**src/rtl/gfsk_ramp_gen.sv**
```systemverilog
module gfsk_ramp_gen #(
  parameter int DIV_W    = 7,
  parameter int DEV_W    = 9,
  parameter int EXP_W    = 3,
  parameter int IDX_W    = 2,
  parameter int MIN_LOG2 = 4,
  parameter int OFS_W    = 12
) (
  input  logic                    clk,
  input  logic                    rst_n,
  input  logic                    tx_bit_i,
  input  logic [1:0]              mode_i,
  input  logic [DIV_W-1:0]        div_i,
  input  logic [IDX_W-1:0]        idx_i,
  input  logic [DEV_W-1:0]        fsk_dev_i,
  input  logic [EXP_W-1:0]        gexp_i,
  output logic                    sym_clk_o,
  output logic signed [OFS_W-1:0] freq_ofs_o
);
  localparam int MAX_LOG2 = MIN_LOG2 + (1 << IDX_W) - 1;
  localparam int K_W      = MAX_LOG2 + 1;
  localparam int LG_W     = $clog2(MAX_LOG2 + 1);
  localparam int GMAX_W   = (1 << EXP_W) + 2;
  localparam int MAG_W    = (DEV_W > GMAX_W) ? DEV_W : GMAX_W;
  localparam int SH_W     = $clog2(GMAX_W);
  localparam int PROD_W   = MAG_W + K_W + 1;

  logic                    run_q, from_q, to_q;
  logic [1:0]              mode_q;
  logic [DIV_W-1:0]        div_q, pre_q;
  logic [IDX_W-1:0]        idx_q;
  logic [DEV_W-1:0]        fdev_q;
  logic [EXP_W-1:0]        gexp_q;
  logic [K_W-1:0]          ph_q, k_q, nsteps, half, half_in;
  logic [LG_W-1:0]         lg_q, lg_i, lg_e;
  logic                    tick, sample, fsk_e;
  logic [1:0]              mode_e;
  logic [IDX_W-1:0]        idx_e;
  logic [DEV_W-1:0]        fdev_e;
  logic [EXP_W-1:0]        gexp_e;
  logic [MAG_W-1:0]        dev_m;
  logic [PROD_W-1:0]       prod;
  logic signed [OFS_W-1:0] sdev, sdel;

  // timing uses the latched step count; the offset path sees live inputs until running
  assign lg_q    = LG_W'(MIN_LOG2) + LG_W'(idx_q);
  assign lg_i    = LG_W'(MIN_LOG2) + LG_W'(idx_i);
  assign nsteps  = K_W'(1) << lg_q;
  assign half    = nsteps >> 1;
  assign half_in = (K_W'(1) << lg_i) >> 1;

  assign tick      = run_q && (pre_q == ((div_q == '0) ? '0 : div_q - 1'b1));
  assign sample    = tick && (ph_q == half - 1'b1);
  assign sym_clk_o = (ph_q >= half);

  assign mode_e = run_q ? mode_q : mode_i;
  assign idx_e  = run_q ? idx_q  : idx_i;
  assign fdev_e = run_q ? fdev_q : fsk_dev_i;
  assign gexp_e = run_q ? gexp_q : gexp_i;
  assign lg_e   = LG_W'(MIN_LOG2) + LG_W'(idx_e);
  assign fsk_e  = (mode_e == 2'b00);

  assign dev_m = fsk_e ? MAG_W'(fdev_e) : (MAG_W'(1) << (SH_W'(gexp_e) + SH_W'(2)));
  assign prod  = (PROD_W'(dev_m) << 1) * PROD_W'(k_q);
  assign sdel  = OFS_W'(prod >> lg_e);
  assign sdev  = OFS_W'(dev_m);

  assign freq_ofs_o = (fsk_e || (from_q == to_q)) ? (to_q ? sdev : -sdev)
                    : (from_q ? (sdev - sdel) : (sdel - sdev));

  always_ff @(posedge clk or negedge rst_n) begin
    if (!rst_n) begin
      run_q  <= 1'b0;
      from_q <= 1'b0;
      to_q   <= 1'b0;
      mode_q <= '0;
      div_q  <= '0;
      idx_q  <= '0;
      fdev_q <= '0;
      gexp_q <= '0;
      pre_q  <= '0;
      ph_q   <= '0;
      k_q    <= '0;
    end else if (!run_q) begin
      run_q  <= 1'b1;
      mode_q <= mode_i;
      div_q  <= div_i;
      idx_q  <= idx_i;
      fdev_q <= fsk_dev_i;
      gexp_q <= gexp_i;
    end else begin
      pre_q <= tick ? '0 : pre_q + 1'b1;
      if (tick)
        ph_q <= sample ? half_in : ((ph_q == nsteps - 1'b1) ? '0 : ph_q + 1'b1);
      if (sample) begin
        mode_q <= mode_i;
        div_q  <= div_i;
        idx_q  <= idx_i;
        fdev_q <= fsk_dev_i;
        gexp_q <= gexp_i;
        from_q <= to_q;
        to_q   <= tx_bit_i;
        k_q    <= K_W'(1);
      end else if (tick && (k_q < nsteps)) begin
        k_q <= k_q + 1'b1;
      end
    end
  end
endmodule

```
**config.mk**
```make
export PLATFORM = sky130hd
export DESIGN_NAME = gfsk_ramp_gen
export DESIGN_NICKNAME = d
export VERILOG_FILES = /design/src/rtl/gfsk_ramp_gen.sv
export SDC_FILE = /design/constraint.sdc
export NUM_CORES = 1
export LEC_CHECK = 0
export CAP_MARGIN = 15
export CORE_MARGIN = 2
export CORE_UTILIZATION = 25
export CTS_CLUSTER_DIAMETER = 30
export CTS_CLUSTER_SIZE = 16
export DETAILED_ROUTE_END_ITERATION = 8
export HOLD_SLACK_MARGIN = 0.08
export PLACE_DENSITY = 0.42
export SYNTH_ARGS = -nofsm -noshare
export SYNTH_HDL_FRONTEND = slang
export SYNTH_SLANG_ARGS = --single-unit
```
**constraint.sdc**
```tcl
create_clock -name clk -period 21.9 [get_ports clk]
set_clock_uncertainty 0.2 [all_clocks]
set_input_delay 6.57 -clock clk [delete_from_list [all_inputs] [get_ports clk]]
set_output_delay 6.57 -clock clk [all_outputs]
set_load 0.01 [all_outputs]
```
==> impl_metrics.env <==
export IMPL_status="complete, no violations"
export IMPL_grt_start_max_net_pins=50
export IMPL_htreeDepth=2
export IMPL_crit_required_ns=15.13
export IMPL_synth_main_ff_cell="dfrtp_1"
export IMPL_slowest_stage="or4_4"
export IMPL_synthSimpleGateAreaFrac_pct=19.9
export IMPL_avgSynthCellArea_um2=8.61
export IMPL_regArea_um2=1230
export IMPL_endpoint_kind="output pin"
export IMPL_whs_ns=0.292
export IMPL_num_io_pins=39
export IMPL_num_fill_cells=3033
export IMPL_multi_input_area_um2=5520
export IMPL_cpLargestDelayFamily="adder cells"
export IMPL_avgViaCountPerCell=4.52
export IMPL_layout_drive_gt1_share_pct=16.3
export IMPL_synth_compound_area_share_pct=15.7
export IMPL_worst_pin_slew_ns=0.763
export IMPL_reg2reg_from="div_q[0]"
export IMPL_detail_route_antenna_nets=0
export IMPL_post_dp_cell_area_um2=8590
export IMPL_cp_common_cell="inv_1"
export IMPL_r2r_cells=11
export IMPL_grt_pass1_vias=6196
export IMPL_peakVddDrop_uv=28.9
export IMPL_route_met2_wl_um=9550
export IMPL_worstSkewPairLatency_ns=0.29
export IMPL_syn_inst=842
export IMPL_synth_top_area_share_pct=16.9
export IMPL_dr_total_vias=5957
export IMPL_first_pass_iters=5
export IMPL_drtIter0Drc=243
export IMPL_fin_crit_ns=21.50
export IMPL_synth_cell_types=74
export IMPL_core_um2=28600
export IMPL_met3_length_um=376
export IMPL_post_route_period_util_pct=98.2
export IMPL_startpoint_type="primary input"
export IMPL_yosysWarnings=0
export IMPL_synth_top_family_by_area="adder cells"
export IMPL_synthAdderAreaFrac_pct=26.1
export IMPL_rr_endpoint="fdev_q[2]"
export IMPL_hold_path_class="register to register"
export IMPL_grt_pass1_wl_um=34000
export IMPL_gp_congestion=0.768
export IMPL_final_area_um2=8790
export IMPL_area_growth_pct=21.3
export IMPL_die_w_um=174
export IMPL_crit_arrival_ns=14.73
export IMPL_root_buffer="clkbuf_16"
export IMPL_ctsLongestPathBuffers=2
export IMPL_ys_top_cells_by_area="dfrtp_1 (17%), fa_1 (14%), ha_1 (12%)"
export IMPL_synth_seq_cells=49
export IMPL_slew_viol_final=0
export IMPL_critPathKind="primary input to output pin"
export IMPL_syn_area_um2=7250
export IMPL_hold_end="fdev_q[6]"
export IMPL_wl_met1_um=10300
export IMPL_leakage_nw=4.17
export IMPL_dpl_hpwl_um=16500
export IMPL_holdPathStages=1
export IMPL_power_density_nw_per_um2=45.1
export IMPL_synth_top_cells_by_count="inv_1 (92), ha_1 (71), nand2_1 (67)"
export IMPL_syn_num_nets=989
export IMPL_cp_slowest_stage_delay_ns=0.58
export IMPL_async_flop_share_pct=100
export IMPL_antenna_found_initial=0
export IMPL_synth_seq_area_share_pct=16.9
export IMPL_fmax_mhz=46.5
export IMPL_min_delay_start="fdev_q[6]"
export IMPL_io_buffers=38
export IMPL_cts_num_sinks=49
export IMPL_grt_use_total_pct=13.9
export IMPL_start_util_pct=25.3
export IMPL_post_route_util_pct=30.7
export IMPL_cts_buffers=5
export IMPL_worst_r2r_setup_slack_ns=18.13
export IMPL_grt_overflow=0
export IMPL_yosysMostFrequentCell="inv_1"
export IMPL_relSlewSlack_pct=49.1
export IMPL_clkTransAtPathRegs_ns=0.06
export IMPL_synth_edf_count=0
export IMPL_routed_top_layer="met4"
export IMPL_muxShareOfSynthArea_pct=6.80
export IMPL_die_area_um2=30400
export IMPL_drc=0
export IMPL_critPathMaxFanout=4
export IMPL_postRouteWirelength_um=20300
export IMPL_fp_row_count=62
export IMPL_n_antenna_cell=0
export IMPL_wl_per_cell_um=15.4
export IMPL_cp_buffers_inverters=8
export IMPL_cts_tree="built"
export IMPL_fin_nets=1080
export IMPL_setup_viol=0
export IMPL_maxCapViolations=0
export IMPL_yosys_area_top_type="dfrtp_1"
export IMPL_die_h_um=174
export IMPL_synth_xor_area_share_pct=6.94
export IMPL_hold_viol=0
[worst register-to-register path: stages (launching register included)]
cell	delay, ns
dfrtp_1	0.47
inv_1	0.13
ha_1	0.21
nor3b_1	0.47
xnor2_1	0.20
a21oi_2	0.08
o32a_4	0.36
nor4_4	0.25
buf_4	0.27
nand2b_1	0.23
buf_4	0.40
mux2_1	0.38
[where the power goes]
part           internal (mW)  leakage [nW]  switching, mW
Combinational          0.101          3.49          0.101
Sequential             0.101         0.619         0.0162
Clock                 0.0426        0.0641         0.0351
Total                  0.245          4.17          0.152
[area by class of cell]
type / instances / share of cell area [%]
clock buffer: 7 / 1.51
clock inverter: 1 / 0.0854
inverter: 92 / 3.93
multi-input combinational: 654 / 62.8
sequential: 49 / 14.0
timing repair buffer: 131 / 12.2
tap: 384 / 5.47
[worst max path at each step]
stage,from,endpoint,slack [ns],cells after the start
2_1_floorplan,gexp_i[1],freq_ofs_o[11],0.77,35
3_3_place_gp,gexp_i[1],freq_ofs_o[11],-0.30,36
3_5_place_dp,gexp_i[1],freq_ofs_o[11],-0.38,36
4_1_cts,gexp_i[1],freq_ofs_o[8],0.06,35
5_1_grt,gexp_i[1],freq_ofs_o[11],-0.01,35
6_report,gexp_i[1],freq_ofs_o[11],0.40,36
[through the flow]
stage                     total power [mW]  cells  setup TNS (ns)  worst slack (ns)
after floorplan                      0.237    842               0             0.770
after global placement               0.321   1309          -0.628            -0.304
after detailed placement             0.320   1309          -0.672            -0.379
after CTS                            0.402   1317               0            0.0597
after global routing                 0.429   1318         -0.0119           -0.0119
final                                0.397   1318               0             0.400
[routing by layer]
layer | GRT usage [%] | up-vias
li1 | - | 3043
met1 | 20.3 | 2855
met2 | 22.9 | 52
met3 | 1.29 | 7
met4 | 1.58 | 0
met5 | 0 | -
[registers in the layout (all words and copies together), names as in the netlist]
name	cells
idx_q	2
div_q	7
from_q	1
k_q	8
gexp_q	3
run_q	1
pre_q	7
ph_q	8
fdev_q	9
to_q	1
mode_q	2
[logic make-up (layout without fill, tap and decap cells)]
family / after synthesis / in the layout
AOI/OAI and AO/OA: 171 / 171
xor gates and xnor gates: 55 / 55
adders and majority gates: 121 / 121
buffers and inverters: 139 / 231
DFF: 49 / 49
muxes: 40 / 40
other: 1 / 1
and+or+nand+nor: 266 / 266
[what timing repair did]
item / in CTS / in global routing
hold endpoints to repair: 0 / 0
pin swaps: 1 / 5
gates resized for setup: 9 / 14
buffers inserted: 0 / 1
hold buffers: 0 / 0
setup endpoints to repair: 4 / 6
[placed cells by master (no fill, tap or decap), types with 8 or more instances in the layout]
cell             netlist  routed
buf_4                  0      93
dfrtp_1               49      49
a31oi_1               11      11
xnor2_1               33      33
nand4_1                8       8
o21a_1                10      10
and2_1                45      45
a21o_1                11      11
fa_1                  50      50
nand2_1               67      67
nand2b_1              10      10
inv_1                 92      92
mux2i_1               14      14
xor2_1                20      20
nand3_1               10      10
and3_1                10      10
nor2_1                41      41
ha_1                  71      71
nor3_1                11       9
o21ai_0               34      32
a21oi_1               41      38
nor2b_1               36      35
mux2_4                16      16
clkdlybuf4s50_1        0      31
(Power assumes the default switching activity.)
